===== src/rtl/arb_pkg.sv =====
package arb_pkg;
  typedef enum logic [1:0] {
    OWN_IDLE = 2'd0,
    OWN_SYM  = 2'd1,
    OWN_HP   = 2'd2
  } owner_e;

  typedef struct packed {
    logic sym_req;
    logic hp_req;
    logic hp_issue;
    logic hp_done;
    logic sym_issue;
    logic sym_lock;
    logic sym_last;
  } arb_in_t;
endpackage


===== src/rtl/arb_in_sync.sv =====
module arb_in_sync
  import arb_pkg::*;
(
  input  logic    clk_i,
  input  logic    rst_ni,
  input  arb_in_t d_i,
  output arb_in_t q_o
);
  always_ff @(posedge clk_i or negedge rst_ni) begin
    if (!rst_ni) q_o <= '0;
    else         q_o <= d_i;
  end
endmodule


===== src/rtl/arb_hp_ctr.sv =====
module arb_hp_ctr #(
  parameter int unsigned CNT_W = 4
) (
  input  logic             clk_i,
  input  logic             rst_ni,
  input  logic             inc_i,
  input  logic             dec_i,
  output logic [CNT_W-1:0] cnt_o,
  output logic             zero_o
);
  localparam logic [CNT_W-1:0] CNT_MAX = '1;
  localparam logic [CNT_W-1:0] CNT_ONE = CNT_W'(1);

  logic [CNT_W-1:0] cnt_q;

  always_ff @(posedge clk_i or negedge rst_ni) begin
    if (!rst_ni) begin
      cnt_q <= '0;
    end else if (inc_i && !dec_i && cnt_q != CNT_MAX) begin
      cnt_q <= cnt_q + CNT_ONE;
    end else if (dec_i && !inc_i && cnt_q != '0) begin
      cnt_q <= cnt_q - CNT_ONE;
    end
  end

  assign cnt_o  = cnt_q;
  assign zero_o = (cnt_q == '0);
endmodule


===== src/rtl/arb_lock_trk.sv =====
module arb_lock_trk (
  input  logic clk_i,
  input  logic rst_ni,
  input  logic issue_i,
  input  logic lock_i,
  input  logic last_i,
  output logic lock_o
);
  logic lock_q;

  // Lock-tagged issue: first/middle sets, last clears.
  always_ff @(posedge clk_i or negedge rst_ni) begin
    if (!rst_ni)                lock_q <= 1'b0;
    else if (issue_i && lock_i) lock_q <= !last_i;
  end

  assign lock_o = lock_q;
endmodule


===== src/rtl/arb_owner_fsm.sv =====
module arb_owner_fsm
  import arb_pkg::*;
(
  input  logic   clk_i,
  input  logic   rst_ni,
  input  logic   sym_req_i,
  input  logic   hp_req_i,
  input  logic   lock_i,
  output owner_e owner_o
);
  owner_e owner_q, owner_d;

  always_comb begin
    if (lock_i)        owner_d = OWN_SYM;  // locked sequence rides through a claim
    else if (hp_req_i) owner_d = OWN_HP;
    else if (sym_req_i) owner_d = OWN_SYM;
    else               owner_d = OWN_IDLE;
  end

  always_ff @(posedge clk_i or negedge rst_ni) begin
    if (!rst_ni) owner_q <= OWN_IDLE;
    else         owner_q <= owner_d;
  end

  assign owner_o = owner_q;
endmodule


===== src/rtl/prio_bus_arbiter.sv =====
module prio_bus_arbiter
  import arb_pkg::*;
#(
  parameter int unsigned CNT_W = 4
) (
  input  logic             clk_i,
  input  logic             rst_ni,
  input  logic             sym_req_ni,
  input  logic             hp_req_ni,
  input  logic             hp_issue_i,
  input  logic             hp_done_i,
  input  logic             sym_issue_i,
  input  logic             sym_lock_i,
  input  logic             sym_last_i,
  output logic             sym_gnt_o,
  output logic             hp_gnt_o,
  output logic             sym_issue_en_o,
  output logic             lock_o,
  output logic [CNT_W-1:0] hp_outstanding_o,
  output logic             hp_release_ok_o
);
  arb_in_t in_raw, in_q;
  owner_e  owner;
  logic    lock;

  always_comb begin
    in_raw.sym_req   = ~sym_req_ni;
    in_raw.hp_req    = ~hp_req_ni;
    in_raw.hp_issue  = hp_issue_i;
    in_raw.hp_done   = hp_done_i;
    in_raw.sym_issue = sym_issue_i;
    in_raw.sym_lock  = sym_lock_i;
    in_raw.sym_last  = sym_last_i;
  end

  arb_in_sync u_sync (
    .clk_i (clk_i),
    .rst_ni(rst_ni),
    .d_i   (in_raw),
    .q_o   (in_q)
  );

  arb_hp_ctr #(.CNT_W(CNT_W)) u_ctr (
    .clk_i (clk_i),
    .rst_ni(rst_ni),
    .inc_i (in_q.hp_issue),
    .dec_i (in_q.hp_done),
    .cnt_o (hp_outstanding_o),
    .zero_o(hp_release_ok_o)
  );

  arb_lock_trk u_lock (
    .clk_i  (clk_i),
    .rst_ni (rst_ni),
    .issue_i(in_q.sym_issue),
    .lock_i (in_q.sym_lock),
    .last_i (in_q.sym_last),
    .lock_o (lock)
  );

  arb_owner_fsm u_fsm (
    .clk_i    (clk_i),
    .rst_ni   (rst_ni),
    .sym_req_i(in_q.sym_req),
    .hp_req_i (in_q.hp_req),
    .lock_i   (lock),
    .owner_o  (owner)
  );

  assign sym_gnt_o      = (owner == OWN_SYM);
  assign hp_gnt_o       = (owner == OWN_HP);
  // New symmetric issues stop as soon as a sampled claim is seen, unless locked.
  assign sym_issue_en_o = sym_gnt_o && (!in_q.hp_req || lock);
  assign lock_o         = lock;
endmodule


===== config.mk =====
export PLATFORM = sky130hd
export DESIGN_NAME = prio_bus_arbiter
export DESIGN_NICKNAME = d
export VERILOG_FILES = /design/src/rtl/arb_pkg.sv /design/src/rtl/arb_in_sync.sv /design/src/rtl/arb_hp_ctr.sv /design/src/rtl/arb_lock_trk.sv /design/src/rtl/arb_owner_fsm.sv /design/src/rtl/prio_bus_arbiter.sv
export SDC_FILE = /design/constraint.sdc
export NUM_CORES = 1
export LEC_CHECK = 0
export ABC_AREA = 1
export BUFFER_PORTS_ARGS = -buffer_cell sky130_fd_sc_hd__buf_2
export CORE_UTILIZATION = 40
export CTS_CLUSTER_DIAMETER = 80
export CTS_CLUSTER_SIZE = 10
export DETAILED_ROUTE_END_ITERATION = 8
export REMOVE_ABC_BUFFERS = 1
export SLEW_MARGIN = 25
export SYNTH_ARGS = -nofsm -noshare
export SYNTH_HDL_FRONTEND = slang
export SYNTH_SLANG_ARGS = --single-unit

===== constraint.sdc =====
create_clock -name clk_i -period 2.8 [get_ports clk_i]
set_input_delay 0.28 -clock clk_i [delete_from_list [all_inputs] [get_ports clk_i]]
set_output_delay 0.28 -clock clk_i [all_outputs]
set_load 0.02 [all_outputs]

---- After elaboration in Yosys (flattened, before gate mapping) ----
Index checks and enable logic that the tools add are counted.
word-level totals
  register bits after elaboration ......... 14
  latch bits .............................. 0
  memory bits (writable) .................. 0
  ROM bits ................................ 0
  bits of input ports ..................... 9
  output and inout port bits .............. 9
  word-level logic and storage cells ...... 36
  memories kept ........................... 0
operators by class
  add/sub/neg operators ................... 2
  $mul .................................... 0
  div/mod/pow operators ................... 0
  $lt $le $gt $ge ......................... 0
  eq/ne operators ......................... 3
  shifts and indexed selects .............. 0
  mux-type cells .......................... 5
  bitwise operators ....................... 2
  reduce and logical (&&, ||, !) cells .... 14
operators with widths
  kind                                                  number
  two-way mux 4 bit                                     2
  logical AND 1 bit                                     6
  adder 4 x 1 -> 4 bit (second input constant)          1
  logical NOT 1 bit                                     4
  logical NOT 4 bit                                     1
  two-way mux 2 bit                                     2
  inequality test 4 bit (second input constant)         1
  nonzero test 4 bit                                    1
  subtractor 4 x 1 -> 4 bit (second input constant)     1
  equality test 2 x 1 -> 1 bit (second input constant)  1
  equality test 2 bit (second input constant)           1
  NOT 1 bit                                             2
  nonzero test 2 bit                                    1
  logical OR 1 bit                                      1
  two-way mux 1 bit                                     1

---- Depth between registers and ports, before layout ----
  depth after elaboration ................. 5
  mapped depth ............................ 11
  gate-level depth less buffers ........... 11

---- By module ----
A second synthesis with hierarchy kept.
unflattened totals
  cell total of the unflattened synthesis .. 72
  area, all modules ....................... 658.1 sq um
modules (own cells, without submodules)
  module            times used  cells an instance  area each (sq um)  seq. area each (sq um)
  arb_hp_ctr        1           43                 330.3              100.1
  arb_in_sync       1           7                  175.2              175.2
  arb_owner_fsm     1           7                  68.8               50.0
  arb_lock_trk      1           6                  45.0               25.0
  prio_bus_arbiter  1           9                  38.8               0.0

---- Worst setup path after synthesis ----
No wires, ideal clock.
  path kind ............................... register -> register
  start point ............................. reg u_ctr.cnt_q[0], in the netlist u_ctr.cnt_o[0]
  end point ............................... reg u_ctr.cnt_q[3], in the netlist u_ctr.cnt_o[3]
  setup time .............................. 0.118 ns
  arrival time ............................ 1.647 ns
  required time ........................... 2.682 ns
  setup slack ............................. 1.035 ns
  stages on the path, launching flop included .. 10
  buffers on the path ..................... 0
  clock period less this slack ............ 1.765 ns
  path through ............................ dfrtp_1 nand2_2 o21ai_4 ha_1 nand2_1 nand2_1 nor2_1 nand2_1 nand4_1 nand2_1
between the ends
  word-level cells in the longest chain between the ends .. 3
  elaborated cells between the ends (all ways) .. 9
  those cells by class .................... 2 x add/sub; 1 x eq/ne; 2 x mux; 4 x reduce/logical
RTL lines
  what                                                            line              source
  start, declared                                                 arb_hp_ctr.sv:14  logic [CNT_W-1:0] cnt_q;
  start signal, assigned                                          arb_hp_ctr.sv:20  cnt_q <= cnt_q + CNT_ONE;
  start signal, assigned                                          arb_hp_ctr.sv:22  cnt_q <= cnt_q - CNT_ONE;
  subtractor 4 x 1 -> 4 bit, or another cell as far along         arb_hp_ctr.sv:22
  two-way mux 4 bit, or another cell as far along                 arb_hp_ctr.sv:21  end else if (dec_i && !inc_i && cnt_q != '0) begin
  two-way mux 4 bit / nonzero test 2 bit (equally long branches)  -
Several ways; a longest one is shown, not always the timed one. The select of a mux whose other input is x is not followed.
A chain may end at the register's enable or synchronous reset.

---- Worst setup path in the final report ----
Same ends and word-level chain as after synthesis.

==> run metrics <==
initial core utilization=42.6%; YS warnings=0; Hold Path Class=input pin to flop; RePlAce Congestion=0.762; GRT overflow=0; die height=42.1 microns; layout cells sized above 1=27.5%; area leader, netlist=dfrtp_1; hold_sp=hp_done_i; Worst setup SP type=flop; Rel. slew slack=80.0%; final critical-path required period=1800 ps; fmax=554 MHz; DPL Wire Length=795 microns; skew final=4.65 ps; first-pass GRT wire length=1.86 mm; DR iter-0 viols=9; fin nets=104; Num CTS Buffers=3; pin count of the biggest net entering global routing=15; initial antenna violation count=0; I/O pins=18; complex-gate fraction of the synthesized area=5.07%; Sw Share=40.4%; P_sw=0.000298 W; I/O Buffers=17; area share of the largest cell type after synthesis=54.6%; leakage power=0.432 nW; Seq cells post-synth=14; reg-to-reg startpoint=u_ctr.cnt_o[0]$_DFFE_PN0P_; worst path required time=2970 ps; Placed Cells=102; Clk pwr share=18.7%; Worst Setup SP=u_ctr.cnt_o[0]$_DFFE_PN0P_; Post-Synth Simple-Gate Area=24.2%; Max rail drop VDD=0.497 mV; fin cells=107; Worst Hold Slack=107 ps; Vias/cell=4.50; Final Hold Fails=0; post-synth cell types=17; post-synthesis sequential area ratio=54.6%; CTS tree=done; final wirelength=994 microns; CTS clk-pin slew, worst paths=80 ps; Pins Over Slew Limit=0; Final Util=52.7%; synth top area cells=dfrtp_1 (55%), nor2_1 (8.2%), nand2_1 (7.6%); Die W=42.1 microns; Worst-Skew Late Latency=270 ps; Post-Syn Area per Cell=9.30 sq um; main combinational cell family by area after synthesis=simple AND/OR/NAND/NOR gates; final setup fails=0; Max FO, Critical Path=7; total chip power=0.000737 W; Core ar.=1510 sq um; # DRC=0; Root Buffer=clkbuf_4; CTS max path bufs=2; power share of the combinational group=40.7%; status=finished clean; Worst Tran Pin Value=300 ps; xor and xnor area share after synthesis=2.73%; Total GRT Usage=14.2%; Synth Area in Adders=7.02%; Flop pwr share=40.6%; antenna violation net count after detailed routing=0; Area Overhead vs Synth=23.6%; Synth Instances=69; cell-internal power=0.000439 W; final cycle utilization of the critical path=64.4%; crit end category=flop; crit path DAT=1970 ps; Antenna Cells=0; crit path kind=flop to flop; Vias=482; H-tree levels=1; clock sinks=14; max-cap viol count=0; mux share of post-synthesis cell area=0%; setup TNS=0 ps; WL/cell=9.29 microns; die area=1770 sq um; vias in the first global route=461; Power Density=929 nW/um^2; Rows=14; Mapped Area=642 sq um; RSZ-0062 raised after global routing=false; 1st-pass router iterations=3
## cell usage after synthesis (all sizes together)
cell and count:
ha 2, nor2 14, nor3 1, a31oi 1
fa 1, a21oi 2, o21ai 1, nand3 4
nand2 15, xor2 1, xnor2 1, inv 11
nand4 1, dfrtp 14
## cells in the final DEF, fill, tap and decap left out, types with 2 or more instances in the layout
cell and n:
a21oi_1 2, buf_2 17, clkbuf_4 3, dfrtp_1 14
ha_1 2, inv_1 11, nand2_1 13, nand3_1 3
nor2_1 14
## cell type report
class | instances | area (sq um)
Inverter | 11 | 41.3
Tap cell | 16 | 20.0
Multi-Input combinational cell | 44 | 250
Fill cell | 149 | 713
Clock buffer | 4 | 36.3
Timing Repair Buffer | 18 | 95.1
Sequential cell | 14 | 350
## stage by stage
stage / cell area (sq um) / setup WS (ps)
after floorplan: 642 / 1030
after global placement: 747 / 1060
after detailed placement: 747 / 1000
after CTS: 793 / 990
after global routing: 793 / 851
final: 793 / 996
## worst max-delay path, stage by stage, from the launching register on
cell	delay [ps]
dfrtp_1	510
nand2_2	120
o21ai_4	270
ha_1	330
nand2_1	90
nand2_1	50
nor2_1	110
nand2_1	90
nand4_1	90
nand2_1	50
## power by group through the flow
stage | registers (W) | clock network, W | logic (W)
6_report | 0.000299 | 0.000138 | 0.000300
5_1_grt | 0.000308 | 0.000158 | 0.000339
4_1_cts | 0.000301 | 0.000147 | 0.000305
3_5_place_dp | 0.000305 | 0 | 0.000302
3_3_place_gp | 0.000302 | 0 | 0.000300
2_1_floorplan | 0.000332 | 0 | 0.000187
## layer usage
metal	global-route usage (%)	part of all wire, %	up-vias
met4	5.63	0	0
met5	0	0	-
met3	6.47	4.2	0
met2	22.8	49	14
met1	16.6	46	213
li1	-	-	255
## kinds of logic after synthesis
family	Yosys count
buf+inv	11
xor+xnor	2
fa+ha+maj	3
compound gates	4
flops	14
simple gates	35
## state kept, by name, indices dropped and copies added, names as in the netlist
register,flops
u_sync.q_o,7
u_ctr.cnt_o,4
u_fsm.owner_o,2
u_lock.lock_o,1
## timing repair
item,in CTS,in global routing
setup buffers,0,0
endpoints found under the hold margin,14,0
hold buffers,1,0
resized for setup,0,0
setup endpoints to repair,0,0
## worst paths after layout
path                                              endpoint  slack [ps]  depth (start not counted)
worst min-delay path               u_sync.q_o[3]$_DFF_PN0_         110                          1
worst max-delay path            u_ctr.cnt_o[3]$_DFFE_PN0P_        1000                          9
max in group asynchronous       u_ctr.cnt_o[0]$_DFFE_PN0P_        2150                          2
min in group asynchronous       u_ctr.cnt_o[3]$_DFFE_PN0P_         420                          2
worst min register to register   u_lock.lock_o$_DFFE_PN0P_         430                          1
worst max register to register  u_ctr.cnt_o[3]$_DFFE_PN0P_        1000                          9
(Power assumes the default switching activity.)
